File: config.mk
export PLATFORM = sky130hd
export DESIGN_NAME = i2c_shadow_regs
export DESIGN_NICKNAME = d
export VERILOG_FILES = /design/src/rtl/i2c_shadow_pkg.sv /design/src/rtl/i2c_line_sync.sv /design/src/rtl/i2c_link_fsm.sv /design/src/rtl/i2c_shadow_bank.sv /design/src/rtl/i2c_shadow_regs.sv
export SDC_FILE = /design/constraint.sdc
export NUM_CORES = 1
export LEC_CHECK = 0
export ABC_AREA = 1
export BUFFER_PORTS_ARGS = -buffer_cell sky130_fd_sc_hd__buf_2
export CAP_MARGIN = 20
export CORE_MARGIN = 1
export CORE_UTILIZATION = 25
export DETAILED_ROUTE_END_ITERATION = 7
export GPL_ROUTABILITY_DRIVEN = 0
export HOLD_SLACK_MARGIN = 0.08
export PLACE_DENSITY_LB_ADDON = 0.3
export SETUP_SLACK_MARGIN = 0.5
export SLEW_MARGIN = 30
export SYNTH_ARGS = -nofsm -noshare
export SYNTH_HDL_FRONTEND = slang
export SYNTH_SLANG_ARGS = --single-unit
File: constraint.sdc
create_clock -name clk -period 2.9 [get_ports clk]
set_input_delay 0.29 -clock clk [delete_from_list [all_inputs] [get_ports clk]]
set_output_delay 0.29 -clock clk [all_outputs]
set_load 0.005 [all_outputs]
File: src/rtl/i2c_shadow_pkg.sv
package i2c_shadow_pkg;

    typedef enum logic [2:0] {
        ST_IDLE,
        ST_RX,
        ST_ACK_TX,
        ST_TX,
        ST_ACK_RX
    } link_state_t;

    typedef enum logic [1:0] {
        ROLE_ADDR,
        ROLE_SUB,
        ROLE_DATA
    } byte_role_t;

    typedef struct packed {
        logic start;
        logic stop;
        logic rise;
        logic fall;
        logic sda;
    } bus_ev_t;

    typedef struct packed {
        logic       en;
        logic [7:0] ptr;
        logic [7:0] data;
    } wr_req_t;

    function automatic logic addr_hit(input logic [7:0] b, input logic [6:0] dev);
        return b[7:1] == dev;
    endfunction

endpackage

File: src/rtl/i2c_line_sync.sv
module i2c_line_sync
    import i2c_shadow_pkg::*;
#(
    parameter int SYNC_STAGES = 2
) (
    input  logic    clk,
    input  logic    rst,
    input  logic    scl_i,
    input  logic    sda_i,
    output bus_ev_t ev
);
    localparam int TOP = SYNC_STAGES - 1;

    logic [TOP:0] scl_sh;
    logic [TOP:0] sda_sh;
    logic         scl_d;
    logic         sda_d;
    logic         scl_s;
    logic         sda_s;

    // Lines idle high, so reset values create no false events.
    always_ff @(posedge clk) begin
        if (rst) begin
            scl_sh <= '1;
            sda_sh <= '1;
            scl_d  <= 1'b1;
            sda_d  <= 1'b1;
        end else begin
            scl_sh <= {scl_sh[TOP-1:0], scl_i};
            sda_sh <= {sda_sh[TOP-1:0], sda_i};
            scl_d  <= scl_sh[TOP];
            sda_d  <= sda_sh[TOP];
        end
    end

    assign scl_s = scl_sh[TOP];
    assign sda_s = sda_sh[TOP];

    always_comb begin
        ev.start = scl_s & scl_d & sda_d & ~sda_s;
        ev.stop  = scl_s & scl_d & ~sda_d & sda_s;
        ev.rise  = scl_s & ~scl_d;
        ev.fall  = ~scl_s & scl_d;
        ev.sda   = sda_s;
    end

endmodule

File: src/rtl/i2c_link_fsm.sv
module i2c_link_fsm
    import i2c_shadow_pkg::*;
#(
    parameter logic [6:0] DEV_ADDR = 7'h34
) (
    input  logic        clk,
    input  logic        rst,
    input  bus_ev_t     ev,
    input  logic [7:0]  rd_byte,
    output wr_req_t     wr,
    output logic [7:0]  ptr_q,
    output logic        commit,
    output logic        sda_oe,
    output link_state_t state_o
);
    localparam logic [3:0] BYTE_BITS = 4'd8;

    link_state_t state;
    byte_role_t  role;
    logic        rd_dir;
    logic        host_ack;
    logic [3:0]  cnt;
    logic [7:0]  rx_sh;
    logic [7:0]  tx_sh;
    logic [7:0]  ptr;
    logic        oe;

    wire byte_in = (state == ST_RX) && ev.fall && (cnt == BYTE_BITS);

    always_comb begin
        wr.en   = byte_in && (role == ROLE_DATA);
        wr.ptr  = ptr;
        wr.data = rx_sh;
    end

    assign commit  = ev.stop;
    assign ptr_q   = ptr;
    assign sda_oe  = oe;
    assign state_o = state;

    always_ff @(posedge clk) begin
        if (rst) begin
            state    <= ST_IDLE;
            role     <= ROLE_ADDR;
            rd_dir   <= 1'b0;
            host_ack <= 1'b0;
            cnt      <= '0;
            rx_sh    <= '0;
            tx_sh    <= '0;
            ptr      <= '0;
            oe       <= 1'b0;
        end else if (ev.start) begin
            state <= ST_RX;
            role  <= ROLE_ADDR;
            cnt   <= '0;
            oe    <= 1'b0;
        end else if (ev.stop) begin
            state <= ST_IDLE;
            oe    <= 1'b0;
        end else begin
            unique case (state)
                ST_RX: begin
                    if (ev.rise && cnt < BYTE_BITS) begin
                        rx_sh <= {rx_sh[6:0], ev.sda};
                        cnt   <= cnt + 4'd1;
                    end else if (byte_in) begin
                        cnt <= '0;
                        unique case (role)
                            ROLE_ADDR: begin
                                if (addr_hit(rx_sh, DEV_ADDR)) begin
                                    oe     <= 1'b1;
                                    rd_dir <= rx_sh[0];
                                    role   <= ROLE_SUB;
                                    state  <= ST_ACK_TX;
                                end else begin
                                    state <= ST_IDLE;
                                end
                            end
                            ROLE_SUB: begin
                                ptr   <= rx_sh;
                                oe    <= 1'b1;
                                role  <= ROLE_DATA;
                                state <= ST_ACK_TX;
                            end
                            default: begin
                                oe    <= 1'b1;
                                role  <= ROLE_SUB;
                                state <= ST_ACK_TX;
                            end
                        endcase
                    end
                end
                ST_ACK_TX: begin
                    if (ev.fall) begin
                        cnt <= '0;
                        if (rd_dir) begin
                            tx_sh <= rd_byte;
                            oe    <= ~rd_byte[7];
                            state <= ST_TX;
                        end else begin
                            oe    <= 1'b0;
                            state <= ST_RX;
                        end
                    end
                end
                ST_TX: begin
                    if (ev.rise) begin
                        cnt <= cnt + 4'd1;
                    end else if (ev.fall) begin
                        if (cnt == BYTE_BITS) begin
                            oe    <= 1'b0;
                            state <= ST_ACK_RX;
                        end else begin
                            tx_sh <= {tx_sh[6:0], 1'b0};
                            oe    <= ~tx_sh[6];
                        end
                    end
                end
                ST_ACK_RX: begin
                    if (ev.rise) begin
                        host_ack <= ~ev.sda;
                    end else if (ev.fall) begin
                        cnt <= '0;
                        if (host_ack) begin
                            tx_sh <= rd_byte;
                            oe    <= ~rd_byte[7];
                            state <= ST_TX;
                        end else begin
                            state <= ST_IDLE;
                        end
                    end
                end
                default: begin
                    oe <= 1'b0;
                end
            endcase
        end
    end

endmodule

File: src/rtl/i2c_shadow_bank.sv
module i2c_shadow_bank
    import i2c_shadow_pkg::*;
#(
    parameter int NUM_CMD   = 14,
    parameter int NUM_STAT  = 2,
    parameter int STAT_BASE = 16
) (
    input  logic                  clk,
    input  logic                  rst,
    input  wr_req_t               wr,
    input  logic                  commit,
    input  logic [7:0]            rd_ptr,
    input  logic [NUM_STAT*8-1:0] stat_d,
    output logic [7:0]            rd_byte,
    output logic [NUM_CMD*8-1:0]  hold_q,
    output logic [NUM_CMD*8-1:0]  cmd_q
);
    localparam int CMD_W  = NUM_CMD * 8;
    localparam int STAT_W = NUM_STAT * 8;

    for (genvar g = 0; g < NUM_CMD; g++) begin : g_slot
        always_ff @(posedge clk) begin
            if (rst) begin
                hold_q[g*8 +: 8] <= '0;
                cmd_q[g*8 +: 8]  <= '0;
            end else begin
                if (wr.en && wr.ptr == 8'(g)) begin
                    hold_q[g*8 +: 8] <= wr.data;
                end
                if (commit) begin
                    cmd_q[g*8 +: 8] <= hold_q[g*8 +: 8];
                end
            end
        end
    end

    // Unmapped indices fall through to zero.
    always_comb begin
        rd_byte = 8'h00;
        for (int i = 0; i < NUM_CMD; i++) begin
            if (rd_ptr == 8'(i)) rd_byte = hold_q[i*8 +: 8];
        end
        for (int j = 0; j < NUM_STAT; j++) begin
            if (rd_ptr == 8'(STAT_BASE + j)) rd_byte = stat_d[j*8 +: 8];
        end
    end

    initial begin
        if (CMD_W > STAT_BASE * 8 || STAT_W > (256 - STAT_BASE) * 8)
            $display("i2c_shadow_bank: register ranges overlap or overflow the index space");
    end

endmodule

File: src/rtl/i2c_shadow_regs.sv
module i2c_shadow_regs
    import i2c_shadow_pkg::*;
#(
    parameter logic [6:0] DEV_ADDR  = 7'h34,
    parameter int         NUM_CMD   = 14,
    parameter int         NUM_STAT  = 2,
    parameter int         STAT_BASE = 16
) (
    input  logic                  clk,
    input  logic                  rst,
    input  logic                  scl_i,
    input  logic                  sda_i,
    output logic                  sda_oe,
    input  logic [NUM_STAT*8-1:0] stat_d,
    output logic [NUM_CMD*8-1:0]  cmd_q
);
    bus_ev_t     ev;
    wr_req_t     wr;
    logic [7:0]  ptr;
    logic [7:0]  rd_byte;
    logic        commit;
    link_state_t state;
    logic [NUM_CMD*8-1:0] hold_q;

    i2c_line_sync #(.SYNC_STAGES(2)) sync_i (
        .clk   (clk),
        .rst   (rst),
        .scl_i (scl_i),
        .sda_i (sda_i),
        .ev    (ev)
    );

    i2c_link_fsm #(.DEV_ADDR(DEV_ADDR)) fsm_i (
        .clk     (clk),
        .rst     (rst),
        .ev      (ev),
        .rd_byte (rd_byte),
        .wr      (wr),
        .ptr_q   (ptr),
        .commit  (commit),
        .sda_oe  (sda_oe),
        .state_o (state)
    );

    i2c_shadow_bank #(
        .NUM_CMD   (NUM_CMD),
        .NUM_STAT  (NUM_STAT),
        .STAT_BASE (STAT_BASE)
    ) bank_i (
        .clk     (clk),
        .rst     (rst),
        .wr      (wr),
        .commit  (commit),
        .rd_ptr  (ptr),
        .stat_d  (stat_d),
        .rd_byte (rd_byte),
        .hold_q  (hold_q),
        .cmd_q   (cmd_q)
    );

endmodule

* Yosys cells after proc, flatten, opt, wreduce, memory -nomap -nowiden
Cells that the tools add are included.
** Operators by class
- Eq/ne operators :: 46
- Order comparisons :: 1
- Mux-type cells :: 61
- Reductions and logical operators :: 35
- Bitwise operators :: 16
- Add/subtract/negate cells :: 1
** Operators by type and width (number)
- $mux W8 :: 16
- $mux W7 :: 8
- $eq A8 B4 Y1 const B :: 6
- $eq A8 B3 Y1 const B :: 4
- $reduce_and A9 Y1 :: 3
- $mux W3 :: 8
- $pmux W7 S3 :: 1
- $mux W4 :: 5
- $ne A4 B2 Y1 const B :: 5
- $logic_and A1 B1 Y1 :: 18
- $ne A2 B1 Y1 const B :: 9
- $eq A8 B2 Y1 const B :: 2
- $eq A8 B5 Y1 const B :: 2
- $pmux W4 S4 :: 1
- $mux W1 :: 14
- $ne A4 B3 Y1 const B :: 3
- $pmux W3 S4 :: 1
- $reduce_and A11 Y1 :: 1
- $mux W2 :: 5
- $reduce_and A5 Y1 :: 2
- $not A1 Y1 :: 9
- $eq A8 B1 Y1 const B :: 1
- $logic_not A8 Y1 :: 1
- $ne A2 B2 Y1 const B :: 4
- other kinds (23) :: 31
** Word-level totals
- Bits in registers :: 265
- Output and inout port bits :: 113
- Input bits :: 20
- Word-level logic and storage cells :: 202

* Depth between registers and ports, before layout
- Depth in word-level cells :: 22
- Gate-level depth with buffers :: 16
- Gate-level depth less buffers :: 16

* Modules after synthesis
From an unflattened synthesis, not the netlist that was laid out.
** Unflattened totals
- Cell total of the unflattened synthesis :: 1540
- Area total of the unflattened synthesis :: 11786.3 µm²
** Modules (own cells, without submodules)
- i2c_shadow_bank :: seq. area each 4484.3 µm², area each 9452.8 µm², times used 1, cells an instance 1177
- i2c_link_fsm :: seq. area each 700.7 µm², area each 2128.3 µm², times used 1, cells an instance 338
- i2c_line_sync :: seq. area each 120.1 µm², area each 205.2 µm², times used 1, cells an instance 25

* Worst setup path before layout
OpenSTA, ideal clock, no wires.
- Path type :: flip-flop to flip-flop
- From :: reg fsm_i.cnt[0]
- To :: reg bank_i.hold_q[37]
- Setup time :: 0.066 ns
- Setup slack :: 1.013 ns
- Required time :: 2.834 ns
- Stages on the path, launching flop included :: 15
- Data arrival time :: 1.821 ns
- Clock period less this slack :: 1.887 ns
- Buffers on the path :: 2
- Cell sequence :: dfxtp_1 -> inv_1 -> ha_1 -> nand2_1 -> nor2_2 -> inv_2 -> nor2_2 -> inv_2 -> nor2_4 -> nand3_4 -> buf_6 -> nor3_4 -> buf_4 -> o21ai_2 -> a21oi_2
** Between the ends
- Cells in the longest elaborated chain, start to end :: 4
** Ends and longest elaborated chain
- start: declaration :: line i2c_link_fsm.sv:22 : logic [3:0] cnt;
- start signal: assignment :: line i2c_link_fsm.sv:65 : cnt <= cnt + 4'd1;
- start signal: assignment :: line i2c_link_fsm.sv:108 : cnt <= cnt + 4'd1;
- $eq A4 B4 Y1 :: line i2c_link_fsm.sv:28 : wire byte_in = (state == ST_RX) && ev.fall && (cnt == BYTE_BITS);
- $logic_and A1 B1 Y1 :: line i2c_link_fsm.sv:28
- $logic_and A1 B1 Y1 :: line i2c_link_fsm.sv:31 : wr.en = byte_in && (role == ROLE_DATA);
- $logic_and A1 B1 Y1 :: line i2c_shadow_bank.sv:27 : if (wr.en && wr.ptr == 8'(g)) begin
- end signal: indexed assignment :: line i2c_shadow_bank.sv:28 : hold_q[g*8 +: 8] <= wr.data;
- end: declaration :: line i2c_shadow_bank.sv:15 : output logic [NUM_CMD*8-1:0] hold_q,
Every way passes these cells.
A chain may end at the register's enable or synchronous reset.

* Worst setup path in the final report
- From :: reg fsm_i.ptr[3] (netlist: fsm_i.ptr_q[3])
- To :: reg fsm_i.tx_sh[1]
** Between the ends
- Cells in the longest elaborated chain, start to end :: 21
- Elaborated cells between the ends (all ways) :: 38
- Those cells by class :: 15 x eq/ne; 22 x mux; 1 x reduce/logical
** Ends and longest elaborated chain
- start: declaration :: line i2c_link_fsm.sv:25 : logic [7:0] ptr;
- start signal: assignment :: line i2c_link_fsm.sv:80 : ptr <= rx_sh;
- $logic_not A8 Y1 :: line i2c_shadow_bank.sv:41 : if (rd_ptr == 8'(i)) rd_byte = hold_q[i*8 +: 8];
- $mux W8 (14 in series) :: line i2c_shadow_bank.sv:41
- $mux W8 :: line i2c_shadow_bank.sv:44 : if (rd_ptr == 8'(STAT_BASE + j)) rd_byte = stat_d[j*8 +: 8];
- $mux W8 * :: line i2c_shadow_bank.sv:44
- $mux W7 :: line i2c_link_fsm.sv:124 : if (host_ack) begin
- $mux W7 :: line i2c_link_fsm.sv:122 : end else if (ev.fall) begin
- $mux W7 :: line i2c_link_fsm.sv:120 : if (ev.rise) begin
- $pmux W7 S3 * :: line i2c_link_fsm.sv:61 : unique case (state)
- end signal: assignment :: line i2c_link_fsm.sv:97 : tx_sh <= rd_byte;
- end signal: assignment :: line i2c_link_fsm.sv:114 : tx_sh <= {tx_sh[6:0], 1'b0};
- end signal: assignment :: line i2c_link_fsm.sv:125 : tx_sh <= rd_byte;
- end: declaration :: line i2c_link_fsm.sv:24 : logic [7:0] tx_sh;
Every way passes the cells marked *; elsewhere a longest branch is shown, timed or not. The select of a mux whose other input is x is not followed.

==> run summary <==
top-area cell type share of the netlist area: 50.4%
CP arrival: 2710 ps
clk sinks: 265
Final Hold Violating Endpoints: 0
Initial Util: 25.5%
core area: 41200 um2
Layout Nets: 1528
TritonRoute pass-1 iters: 5
vias in the first global route: 9154
Relative slew margins: 40.8%
fin crit period: 2290 ps
routed length per instance: 17.2 um
final clock skew: 9.39 ps
Worst path slowest cell: dfxtp_2
total global routing overflow: 0
combinational family with the most area after synthesis: simple AND/OR/NAND/NOR gates
IO Port Bufs: 132
pin count of the biggest net entering global routing: 93
most common cell after layout, fill and taps aside: nor2_1
Post-Synth Simple-Gate Area: 21.7%
Net Count, Synth: 1418
Final Cycle Share: 79.0%
post-synth top area cell: dfxtp_1
CTS tree: built
GRT Util Overall: 16.3%
CTS Root Cell: clkbuf_16
fin area: 12800 um2
DRC: 0
hold path depth: 5
met2 wire len: 15600 um
placed inst area: 11700 um2
crit-path max FO: 5
Avg Cell Area, Syn: 7.53 um2
CP most frequent cell: nor2_1
Site Rows: 74
Area growth, synth to finish: 21.6%
Hold WS: 111 ps
RSZ-0062 raised after global routing: yes
Total Wirelength: 35500 um
post-synthesis sequential element count: 265
max-slew violation count: 0
VDD IR max: 324 uV
global-route wire length before repair: 55700 um
mux share of post-synthesis cell area: 0%
final design utilization: 31.0%
die area: 42900 um2
Syn Inst Count: 1396
depth of the most critical reg-to-reg path: 15
pre-CTS WS: 468 ps
Max Fclk: 437 MHz
Die H: 207 um
later-pin clock latency in the skew report: 540 ps
crit-path cells: inv_1, nand2_2, nor2_1, nand2_2, nor2_1, nor2_1, nand4_1, nor2_1, nand4_1, nor2_1, nand3_1, nor2_1, nand3_1, nand2_1, a21oi_1
Synth warnings: 0
Synth Area in XOR/XNOR: 0%
LEAKAGE: 5.59 nW
CTS max path bufs: 3
Hold Crit Class: input port to register
Synth cell types: 38
R2R setup slack: 610 ps
CP max stage delay: 400 ps
initial antenna violation count: 0
PD cells: 608 nW/um2
antenna cell count: 0
CTS buffer count: 29
Post-DP HPWL: 24800 um
met3 wire length: 1550 um
wl on met1: 17400 um
multi-input combinational cell area: 4570 um2
# IOs: 133
most frequent cells in the layout: nor2_1 (268), dfxtp_1 (262), o21ai_0 (251)
Synth area leaders: dfxtp_1 (50%), o21ai_0 (12%), nor2_1 (9.7%), a21oi_1 (8.0%), nand2_1 (5.1%)
Final WS setup: 609 ps
Startpoint Class: register
CTS H-tree depth: 1
Req. time, crit path: 3320 ps
Worst-path clk slew: 60 ps
total vias in the final route: 9665
Via density: 4.70
sequential element share of the synthesized area: 50.4%
Filler Cells Inserted: 4368
Compound-Gate Fraction of Synth Area: 21.0%
Max Cap Viol: 0
Die X: 207 um
Crit. End Element: register
1st-iter DRT viols: 765
synthesized area: 10500 um2
Detail Route Antenna Nets: 0
Worst Tran Pin Value: 886 ps
status: completed
register area: 5310 um2
Final TNS setup: 0 ps
Synth Area in Adders: 0.238%
Final setup violation count: 0
share of layout cells above drive strength 1: 18.2%
uppermost layer routed: met4
crit path kind: register to register
==> path summary, 6_finish.rpt <==
check                              startpoint                           to
setup reg to reg  fsm_i.ptr_q[3]$_SDFFE_PP0P_  fsm_i.tx_sh[1]$_SDFFE_PP0P_
hold reg to reg   sync_i.scl_sh[0]$_SDFF_PP1_  sync_i.scl_sh[1]$_SDFF_PP1_
hold / removal                      stat_d[4]  fsm_i.tx_sh[4]$_SDFFE_PP0P_
setup / recovery  fsm_i.ptr_q[3]$_SDFFE_PP0P_  fsm_i.tx_sh[1]$_SDFFE_PP0P_
==> critical path, delay by kind of cell, from the launching register on <==
kind	cells	cell delay (ps)
AOI/OAI and AO/OA	1	50
buffers and inverters	1	90
DFF	1	400
and+or+nand+nor	13	1630
==> stage by stage <==
step / power, mW / cells
2_1_floorplan: 3.99 / 1396
3_3_place_gp: 4.11 / 2000
3_5_place_dp: 4.12 / 2000
4_1_cts: 7.87 / 2053
5_1_grt: 8.05 / 2058
6_report: 7.78 / 2058
==> power by group <==
group          switching [mW]  total [mW]  internal [mW]
combinational           0.198       0.304          0.106
sequential             0.0322        3.73           3.70
clock                    1.52        3.75           2.23
==> cell families after synthesis <==
logic type | after synthesis
AOI/OAI and AO/OA | 434
adders and majority gates | 2
DFF | 265
buffers and inverters | 175
and+or+nand+nor | 520
==> cell usage after synthesis <==
cell type  number
buf_4           1
a211oi_1        2
o21ai_2         2
a2111oi_1       1
nand2_1       144
nand3b_1        1
clkbuf_1       62
buf_6           2
a21oi_2         2
nor2_4         13
nand3_4         1
dfxtp_1       265
inv_2          15
buf_2          14
inv_1          74
o21ai_0       251
nand2_2         2
o211ai_1        2
ha_1            2
a21boi_0        1
nor3_1         12
nand3_1        27
a21oi_1       169
o21ai_1         1
clkinv_1        7
nor3_2          7
o21a_1          1
nor4_1          1
nand2_4         1
a22o_1          1
nor2_1        272
nor2_2          9
or2_0           2
nor3b_1         1
nand4_1        19
or2_2           7
nor3_4          1
a31oi_1         1
==> routing by layer <==
layer	vias up	global-route usage [%]
met5	-	0
met4	0	4.79
met3	54	1.70
met2	285	25.4
met1	4488	23.6
li1	4838	-
==> area by class of cell <==
| type | count | share of cell area [%] |
|---|---|---|
| multi-input cells | 956 | 35.7 |
| flip-flops and latches | 265 | 41.5 |
| repair buffers | 158 | 7.15 |
| clock buffers | 41 | 6.73 |
| clock inverters | 10 | 0.831 |
| inverters | 96 | 2.86 |
| well taps | 532 | 5.20 |
==> timing repair <==
| action | in CTS | in global routing |
|---|---|---|
| setup endpoints to repair | 4 | 44 |
| setup buffers | 0 | 5 |
| resized for setup | 1 | 16 |
| pin swaps | 0 | 3 |
| hold buffers | 2 | 0 |
| endpoints found under the hold margin | 2 | 0 |
==> flip-flops by register name, indices dropped and copies added, names as in the netlist <==
signal and flops:
bank_i.cmd_q 112, bank_i.hold_q 112, fsm_i.cnt 4, fsm_i.host_ack 1
fsm_i.ptr_q 8, fsm_i.rd_dir 1, fsm_i.role 2, fsm_i.rx_sh 8
fsm_i.sda_oe 1, fsm_i.state_o 3, fsm_i.tx_sh 7, sync_i.scl_d 1
sync_i.scl_sh 2, sync_i.sda_d 1, sync_i.sda_sh 2
Power figures use the tool's default switching activity.
